[src/rtl/hdlc_tx_pkg.sv]
package hdlc_tx_pkg;

    localparam int          BYTE_BITS  = 8;
    localparam int          FCS_BITS   = 16;
    localparam int          CNT_W      = $clog2(FCS_BITS);
    localparam int          ONES_LIMIT = 5;
    localparam logic [7:0]  FLAG_OCTET = 8'h7E;
    localparam logic [15:0] CRC_PRESET = 16'hFFFF;
    localparam logic [15:0] CRC_POLY_R = 16'h8408;

    typedef enum logic [2:0] {
        ST_IDLE,
        ST_OPEN,
        ST_DATA,
        ST_FCS,
        ST_CLOSE
    } fr_state_t;

    typedef struct packed {
        logic       eom;
        logic [7:0] data;
    } tx_entry_t;

    function automatic logic [15:0] crc_step(input logic [15:0] c, input logic b);
        logic fb;
        fb = c[0] ^ b;
        return {1'b0, c[15:1]} ^ (fb ? CRC_POLY_R : 16'h0000);
    endfunction

endpackage

[src/rtl/hdlc_tx_fifo.sv]
module hdlc_tx_fifo #(
    parameter int DEPTH = 4
) (
    input  logic       clk,
    input  logic       rst_n,
    input  logic       push,
    input  logic [7:0] push_data,
    input  logic       push_eom,
    input  logic       pop,
    input  logic       irq_sel,
    output logic [7:0] head_data,
    output logic       head_eom,
    output logic       empty,
    output logic       full,
    output logic       irq
);
    import hdlc_tx_pkg::*;

    localparam int PW = (DEPTH > 1) ? $clog2(DEPTH) : 1;
    localparam int CW = $clog2(DEPTH + 1);
    localparam logic [PW-1:0] PTR_LAST = PW'(DEPTH - 1);
    localparam logic [CW-1:0] CNT_FULL = CW'(DEPTH);

    typedef struct packed {
        tx_entry_t [DEPTH-1:0] mem;
        logic [PW-1:0]         wp;
        logic [PW-1:0]         rp;
        logic [CW-1:0]         cnt;
    } fifo_regs_t;

    fifo_regs_t fq_q, fq_d;
    logic       do_push, do_pop;

    always_comb begin
        fq_d    = fq_q;
        do_push = push && (fq_q.cnt != CNT_FULL);
        do_pop  = pop && (fq_q.cnt != '0);
        if (do_push) begin
            fq_d.mem[fq_q.wp] = '{eom: push_eom, data: push_data};
            fq_d.wp = (fq_q.wp == PTR_LAST) ? '0 : fq_q.wp + 1'b1;
        end
        if (do_pop) begin
            fq_d.rp = (fq_q.rp == PTR_LAST) ? '0 : fq_q.rp + 1'b1;
        end
        unique case ({do_push, do_pop})
            2'b10:   fq_d.cnt = fq_q.cnt + 1'b1;
            2'b01:   fq_d.cnt = fq_q.cnt - 1'b1;
            default: fq_d.cnt = fq_q.cnt;
        endcase
    end

    always_ff @(posedge clk or negedge rst_n) begin
        if (!rst_n) fq_q <= '0;
        else        fq_q <= fq_d;
    end

    assign head_data = fq_q.mem[fq_q.rp].data;
    assign head_eom  = fq_q.mem[fq_q.rp].eom;
    assign empty     = (fq_q.cnt == '0);
    assign full      = (fq_q.cnt == CNT_FULL);
    assign irq       = irq_sel ? !full : empty;

    AST_POP_HAS_DATA: assert property (@(posedge clk) disable iff (!rst_n)
        pop |-> !empty);
    AST_FULL_HOLDS: assert property (@(posedge clk) disable iff (!rst_n)
        (full && !pop) |=> full);

endmodule

[src/rtl/hdlc_tx_framer.sv]
module hdlc_tx_framer (
    input  logic       clk,
    input  logic       rst_n,
    input  logic       bit_en,
    input  logic       fifo_empty,
    input  logic [7:0] head_data,
    input  logic       head_eom,
    output logic       fifo_pop,
    output logic       line_bit,
    output logic       line_idle,
    output logic       frame_active,
    output logic       eom_lat,
    output logic       urun_lat
);
    import hdlc_tx_pkg::*;

    localparam logic [CNT_W-1:0] CNT_BYTE  = CNT_W'(BYTE_BITS - 1);
    localparam logic [CNT_W-1:0] CNT_FCS   = CNT_W'(FCS_BITS - 1);
    localparam logic [CNT_W-1:0] CNT_FIRST = CNT_W'(BYTE_BITS - 2);
    localparam logic [2:0]       RUN_MAX   = 3'(ONES_LIMIT);

    typedef struct packed {
        fr_state_t        st;
        logic [7:0]       sh;
        logic [15:0]      fcs;
        logic [CNT_W-1:0] cnt;
        logic [2:0]       ones;
        logic             eom_pend;
        logic             eom_lat;
        logic             urun_lat;
    } fr_regs_t;

    fr_regs_t    fr_q, fr_d;
    logic [15:0] crc_nx;

    always_comb begin
        fr_d      = fr_q;
        fifo_pop  = 1'b0;
        line_bit  = 1'b1;
        line_idle = 1'b0;
        crc_nx    = crc_step(fr_q.fcs, fr_q.sh[0]);
        if (bit_en) begin
            unique case (fr_q.st)
                ST_IDLE: begin
                    if (fifo_empty) begin
                        line_idle = 1'b1;
                    end else begin
                        line_bit      = FLAG_OCTET[0];
                        fr_d.st       = ST_OPEN;
                        fr_d.sh       = {1'b0, FLAG_OCTET[7:1]};
                        fr_d.cnt      = CNT_FIRST;
                        fr_d.ones     = '0;
                        fr_d.fcs      = CRC_PRESET;
                        fr_d.eom_lat  = 1'b0;
                        fr_d.urun_lat = 1'b0;
                    end
                end
                ST_OPEN: begin
                    line_bit = fr_q.sh[0];
                    fr_d.sh  = {1'b0, fr_q.sh[7:1]};
                    if (fr_q.cnt == '0) begin
                        fifo_pop      = 1'b1;
                        fr_d.sh       = head_data;
                        fr_d.eom_pend = head_eom;
                        fr_d.cnt      = CNT_BYTE;
                        fr_d.st       = ST_DATA;
                    end else begin
                        fr_d.cnt = fr_q.cnt - 1'b1;
                    end
                end
                ST_DATA: begin
                    if (fr_q.ones == RUN_MAX) begin
                        line_bit  = 1'b0;
                        fr_d.ones = '0;
                    end else begin
                        line_bit  = fr_q.sh[0];
                        fr_d.sh   = {1'b0, fr_q.sh[7:1]};
                        fr_d.fcs  = crc_nx;
                        fr_d.ones = fr_q.sh[0] ? fr_q.ones + 3'd1 : 3'd0;
                        if (fr_q.cnt == '0) begin
                            if (fr_q.eom_pend || fifo_empty) begin
                                fr_d.st       = ST_FCS;
                                fr_d.fcs      = ~crc_nx;
                                fr_d.cnt      = CNT_FCS;
                                fr_d.eom_lat  = 1'b1;
                                fr_d.urun_lat = !fr_q.eom_pend;
                            end else begin
                                fifo_pop      = 1'b1;
                                fr_d.sh       = head_data;
                                fr_d.eom_pend = head_eom;
                                fr_d.cnt      = CNT_BYTE;
                            end
                        end else begin
                            fr_d.cnt = fr_q.cnt - 1'b1;
                        end
                    end
                end
                ST_FCS: begin
                    if (fr_q.ones == RUN_MAX) begin
                        line_bit  = 1'b0;
                        fr_d.ones = '0;
                    end else begin
                        line_bit  = fr_q.fcs[0];
                        fr_d.fcs  = {1'b0, fr_q.fcs[15:1]};
                        fr_d.ones = fr_q.fcs[0] ? fr_q.ones + 3'd1 : 3'd0;
                        if (fr_q.cnt == '0) begin
                            fr_d.st  = ST_CLOSE;
                            fr_d.sh  = FLAG_OCTET;
                            fr_d.cnt = CNT_BYTE;
                        end else begin
                            fr_d.cnt = fr_q.cnt - 1'b1;
                        end
                    end
                end
                ST_CLOSE: begin
                    if (fr_q.ones == RUN_MAX) begin
                        line_bit  = 1'b0;
                        fr_d.ones = '0;
                    end else begin
                        line_bit  = fr_q.sh[0];
                        fr_d.sh   = {1'b0, fr_q.sh[7:1]};
                        fr_d.ones = '0;
                        if (fr_q.cnt == '0) begin
                            if (!fifo_empty) begin
                                fr_d.st       = ST_OPEN;
                                fr_d.sh       = FLAG_OCTET;
                                fr_d.cnt      = CNT_BYTE;
                                fr_d.fcs      = CRC_PRESET;
                                fr_d.eom_lat  = 1'b0;
                                fr_d.urun_lat = 1'b0;
                            end else begin
                                fr_d.st = ST_IDLE;
                            end
                        end else begin
                            fr_d.cnt = fr_q.cnt - 1'b1;
                        end
                    end
                end
                default: fr_d.st = ST_IDLE;
            endcase
        end
    end

    always_ff @(posedge clk or negedge rst_n) begin
        if (!rst_n) begin
            fr_q     <= '0;
            fr_q.st  <= ST_IDLE;
            fr_q.fcs <= CRC_PRESET;
        end else begin
            fr_q <= fr_d;
        end
    end

    assign frame_active = (fr_q.st != ST_IDLE);
    assign eom_lat      = fr_q.eom_lat;
    assign urun_lat     = fr_q.urun_lat;

    AST_FLAG_NO_RUN: assert property (@(posedge clk) disable iff (!rst_n)
        (bit_en && fr_q.st == ST_OPEN) |-> (fr_q.ones == 3'd0));
    AST_LATCH_CLEARS: assert property (@(posedge clk) disable iff (!rst_n)
        (bit_en && fr_q.st == ST_IDLE && !fifo_empty) |=> (!eom_lat && !urun_lat));
    AST_URUN_IS_EOM: assert property (@(posedge clk) disable iff (!rst_n)
        urun_lat |-> eom_lat);

endmodule

[src/rtl/hdlc_tx_line.sv]
module hdlc_tx_line (
    input  logic clk,
    input  logic rst_n,
    input  logic bit_en,
    input  logic line_bit,
    input  logic line_idle,
    input  logic frame_active,
    input  logic nrzi_en,
    input  logic rts_req,
    output logic txd,
    output logic rts
);
    typedef struct packed {
        logic txd;
        logic rts;
    } line_regs_t;

    line_regs_t ln_q, ln_d;

    always_comb begin
        ln_d = ln_q;
        if (bit_en) begin
            if (line_idle)    ln_d.txd = 1'b1;
            else if (nrzi_en) ln_d.txd = line_bit ? ln_q.txd : ~ln_q.txd;
            else              ln_d.txd = line_bit;
        end
        if (rts_req)                      ln_d.rts = 1'b1;
        else if (bit_en && !frame_active) ln_d.rts = 1'b0;
    end

    always_ff @(posedge clk or negedge rst_n) begin
        if (!rst_n) ln_q <= '{txd: 1'b1, rts: 1'b0};
        else        ln_q <= ln_d;
    end

    assign txd = ln_q.txd;
    assign rts = ln_q.rts;

    AST_RTS_HELD_IN_FRAME: assert property (@(posedge clk) disable iff (!rst_n)
        (frame_active && rts) |=> rts);
    AST_IDLE_MARK_HIGH: assert property (@(posedge clk) disable iff (!rst_n)
        (bit_en && line_idle) |=> txd);

endmodule

[src/rtl/hdlc_tx_engine.sv]
module hdlc_tx_engine #(
    parameter int FIFO_DEPTH = 4
) (
    input  logic       clk,
    input  logic       rst_n,
    input  logic       wr_en,
    input  logic [7:0] wr_data,
    input  logic       wr_eom,
    output logic       fifo_full,
    output logic       fifo_irq,
    input  logic       irq_sel,
    input  logic       bit_en,
    input  logic       nrzi_en,
    input  logic       rts_req,
    output logic       txd,
    output logic       rts,
    output logic       eom_stat,
    output logic       urun_stat
);
    logic       fifo_empty;
    logic       fifo_pop;
    logic [7:0] head_data;
    logic       head_eom;
    logic       line_bit;
    logic       line_idle;
    logic       frame_active;

    hdlc_tx_fifo #(.DEPTH(FIFO_DEPTH)) u_fifo (
        .clk       (clk),
        .rst_n     (rst_n),
        .push      (wr_en),
        .push_data (wr_data),
        .push_eom  (wr_eom),
        .pop       (fifo_pop),
        .irq_sel   (irq_sel),
        .head_data (head_data),
        .head_eom  (head_eom),
        .empty     (fifo_empty),
        .full      (fifo_full),
        .irq       (fifo_irq)
    );

    hdlc_tx_framer u_framer (
        .clk          (clk),
        .rst_n        (rst_n),
        .bit_en       (bit_en),
        .fifo_empty   (fifo_empty),
        .head_data    (head_data),
        .head_eom     (head_eom),
        .fifo_pop     (fifo_pop),
        .line_bit     (line_bit),
        .line_idle    (line_idle),
        .frame_active (frame_active),
        .eom_lat      (eom_stat),
        .urun_lat     (urun_stat)
    );

    hdlc_tx_line u_line (
        .clk          (clk),
        .rst_n        (rst_n),
        .bit_en       (bit_en),
        .line_bit     (line_bit),
        .line_idle    (line_idle),
        .frame_active (frame_active),
        .nrzi_en      (nrzi_en),
        .rts_req      (rts_req),
        .txd          (txd),
        .rts          (rts)
    );

endmodule

[config.mk]
export PLATFORM = sky130hd
export DESIGN_NAME = hdlc_tx_engine
export DESIGN_NICKNAME = d
export VERILOG_FILES = /design/src/rtl/hdlc_tx_pkg.sv /design/src/rtl/hdlc_tx_fifo.sv /design/src/rtl/hdlc_tx_framer.sv /design/src/rtl/hdlc_tx_line.sv /design/src/rtl/hdlc_tx_engine.sv
export SDC_FILE = /design/constraint.sdc
export NUM_CORES = 1
export LEC_CHECK = 0
export BUFFER_PORTS_ARGS = -buffer_cell sky130_fd_sc_hd__buf_2
export CELL_PAD_IN_SITES_DETAIL_PLACEMENT = 1
export CELL_PAD_IN_SITES_GLOBAL_PLACEMENT = 2
export CORE_MARGIN = 2
export CORE_UTILIZATION = 39
export DETAILED_ROUTE_END_ITERATION = 8
export GPL_ROUTABILITY_DRIVEN = 0
export PLACE_DENSITY_LB_ADDON = 0.1
export SYNTH_ARGS = -nofsm -noshare
export SYNTH_HDL_FRONTEND = slang
export SYNTH_SLANG_ARGS = --single-unit
[constraint.sdc]
create_clock -name clk -period 4.4 [get_ports clk]
set_input_delay 0.66 -clock clk [delete_from_list [all_inputs] [get_ports clk]]
set_output_delay 0.66 -clock clk [all_outputs]
set_load 0.02 [all_outputs]
==> impl_metrics.ini <==
[worst_setup_path]
critPathKind = reg2reg
start_kind = flip-flop
slowest_delay_ns = 0.84
crit_fanout = 22
critPathSlowestCell = dfrtp_1
crit_required_ns = 4.69
path_cells = nor2b_1, o2111ai_1, inv_1, ha_1, inv_1, fa_1, xor2_1, nor2_1, xor2_1
cp-end-kind = flip-flop
critPathTopFamily = flip-flops
cp.buffers_inverters = 2
worst-endpoint-arrival_ns = 3.15

[clock_tree]
cts.sinks = 82
htreeDepth = 3
cts_tree = yes
clk_latency_ns = 0.36
root_buffer = clkbuf_8
cts.clk_slew.worst_paths_ns = 0.10
numCtsBuffers = 9
post-cts-setup-buffers = 0
cts.path.max_buffers = 2
ctsResizeCount = 0
cts_hold_buf = 0

[power_and_ir_drop]
ir_drop_mv = 0.2428
p_leak_uw = 0.001925
cellPowerDensity_nw_per_um2 = 588.3
power.total_uw = 2774

[logic_synthesis]
postSynthCellCount = 379
syn_area_per_cell_um2 = 11.43
async_reset_ff_frac = 1.000
synth_ff_type = dfrtp_1
synth_cell_types = 54
synth_edf_count = 0
synth.largest_area_cell = dfrtp_1
synth_top_area_share = 0.3754
ys_seq_area_frac = 0.4785
ys_warn_count = 0
synthesis.nets = 406
synthTopCellsByArea = dfrtp_1 (38%), mux2_1 (11%), dfstp_2 (10%)
synth-seq-cells = 82
netlist_top_cells_count = dfrtp_1 (65), mux2_1 (43), nand2_1 (29)
syn_area_um2 = 4333
synth_most_common_cell = dfrtp_1

[grt]
grt_first_pass_wirelength_um = 16240
gr-total-overflow = 0
grt_pass1_vias = 3126
grt_max_degree = 54
grt.total_usage = 0.1765
antenna_found_initial = 0

[floorplan]
initial_core_util = 0.3997
core_area_um2 = 10840
rows = 38
die_w_um = 109.4
top_level_ports = 22
dieArea_um2 = 11970
die_h_um = 109.4

[place]
portBuffers = 21
hpwl_um = 6713
placed_area_um2 = 4538

[worst_hold_path]
min_path_type = in2async

[cells_and_area]
finalNetCount = 422
utilization = 0.4350
area_growth_syn_to_layout_pct = 8.836
antenna_cells = 0
layout-drive-gt1-share = 0.2100
design_area_um2 = 4716

[sta]
slew_viol_final = 0
fmax_mhz = 349.8
rsz0062_at_grt = no
finClkSkew_ns = 0.01662
holdWs_ns = 0.2173
tns_ns = 0
relSlewSlack = 0.4788
period_share = 0.6497
final-setup-viol-count = 0
final_hold_viol_count = 0
min_period_ns = 2.859
tightest_slew_ns = 0.7818

[route]
wl_per_cell_um = 17.89
finalWirelength_um = 9663
vias = 2948
drc = 0
drt_pass1_iterations = 4
antenna_left = 0
initialDrtViolationCount = 100
vias_per_cell = 5.459

[job]
max-cap-violations = 0

[outcome]
status = finished clean
## final cells by class
| cell class | count | area, um2 |
|---|---|---|
| multi-input cells | 265 | 2111 |
| repair buffers | 24 | 130.1 |
| clock inverters | 6 | 50.05 |
| clock buffers | 10 | 127.6 |
| fillers | 1192 | 6125 |
| well taps | 140 | 175.2 |
| flip-flops and latches | 82 | 2073 |
| inverters | 13 | 48.80 |
## layout by cell type (no fill, tap or decap), types with 6 or more instances in the layout
cell type  instances
mux2_1            43
buf_2             20
xor2_1            17
a21oi_1           23
dfrtp_1           65
nand2b_1           6
nor2_1            26
o21ai_1           17
nor2b_1            6
nor3_1             6
inv_1             12
a221oi_1           6
clkbuf_8           9
nand2_1           29
mux4_2             9
dfstp_2           17
o21ai_0            8
ha_1              10
a31oi_1            6
## report_power, final
part	total, uW	switching, uW	internal, uW
Clock	530	318	212
Sequential	1260	236	1020
Combinational	989	508	481
Total	2770	1060	1710
## state kept, by name, summed over array words and instances, names as in the netlist
signal             count
u_framer.fr_q         35
u_line.txd             1
u_line.rts             1
u_framer.urun_lat      1
u_framer.eom_lat       1
u_fifo.fq_q           43
## final timing paths
path,startpoint,to,slack (ns),cells past startpoint
max,u_framer.fr_q[34],u_fifo.fq_q[2],1.54,9
min,rst_n,u_framer.fr_q[28],0.22,1
max reg2reg,u_framer.fr_q[34],u_fifo.fq_q[2],1.54,9
min reg2reg,u_line.rts,u_line.rts,0.49,1
max in group asynchronous,rst_n,u_fifo.fq_q[21],3.15,2
min in group clk,rts_req,u_line.rts,0.48,2
## kinds of logic after synthesis
family	after synthesis	synth area share
AND/OR/NAND/NOR	96	0.1169
AO/OA/AOI/OAI	82	0.1282
adder cells (fa/ha/maj)	11	0.03350
multiplexers	56	0.1681
XOR/XNOR	20	0.04043
flip-flops	82	0.4785
buffers and inverters	32	0.03436
## stage by stage
stage | setup WS [ns] | instances
3_3_place_gp | 1.647 | 524
2_1_floorplan | 2.094 | 379
4_1_cts | 1.510 | 540
6_report | 1.541 | 540
3_5_place_dp | 1.567 | 524
5_1_grt | 1.310 | 540
## routing by layer
layer,GRT usage,up-vias,routed length (um)
met4,0.05787,0,151
met1,0.2356,1512,4569
met3,0.02727,12,216
met2,0.2941,27,4725
met5,0,-,0
li1,-,1397,-
Note: power is estimated with default switching activity, not from simulation.
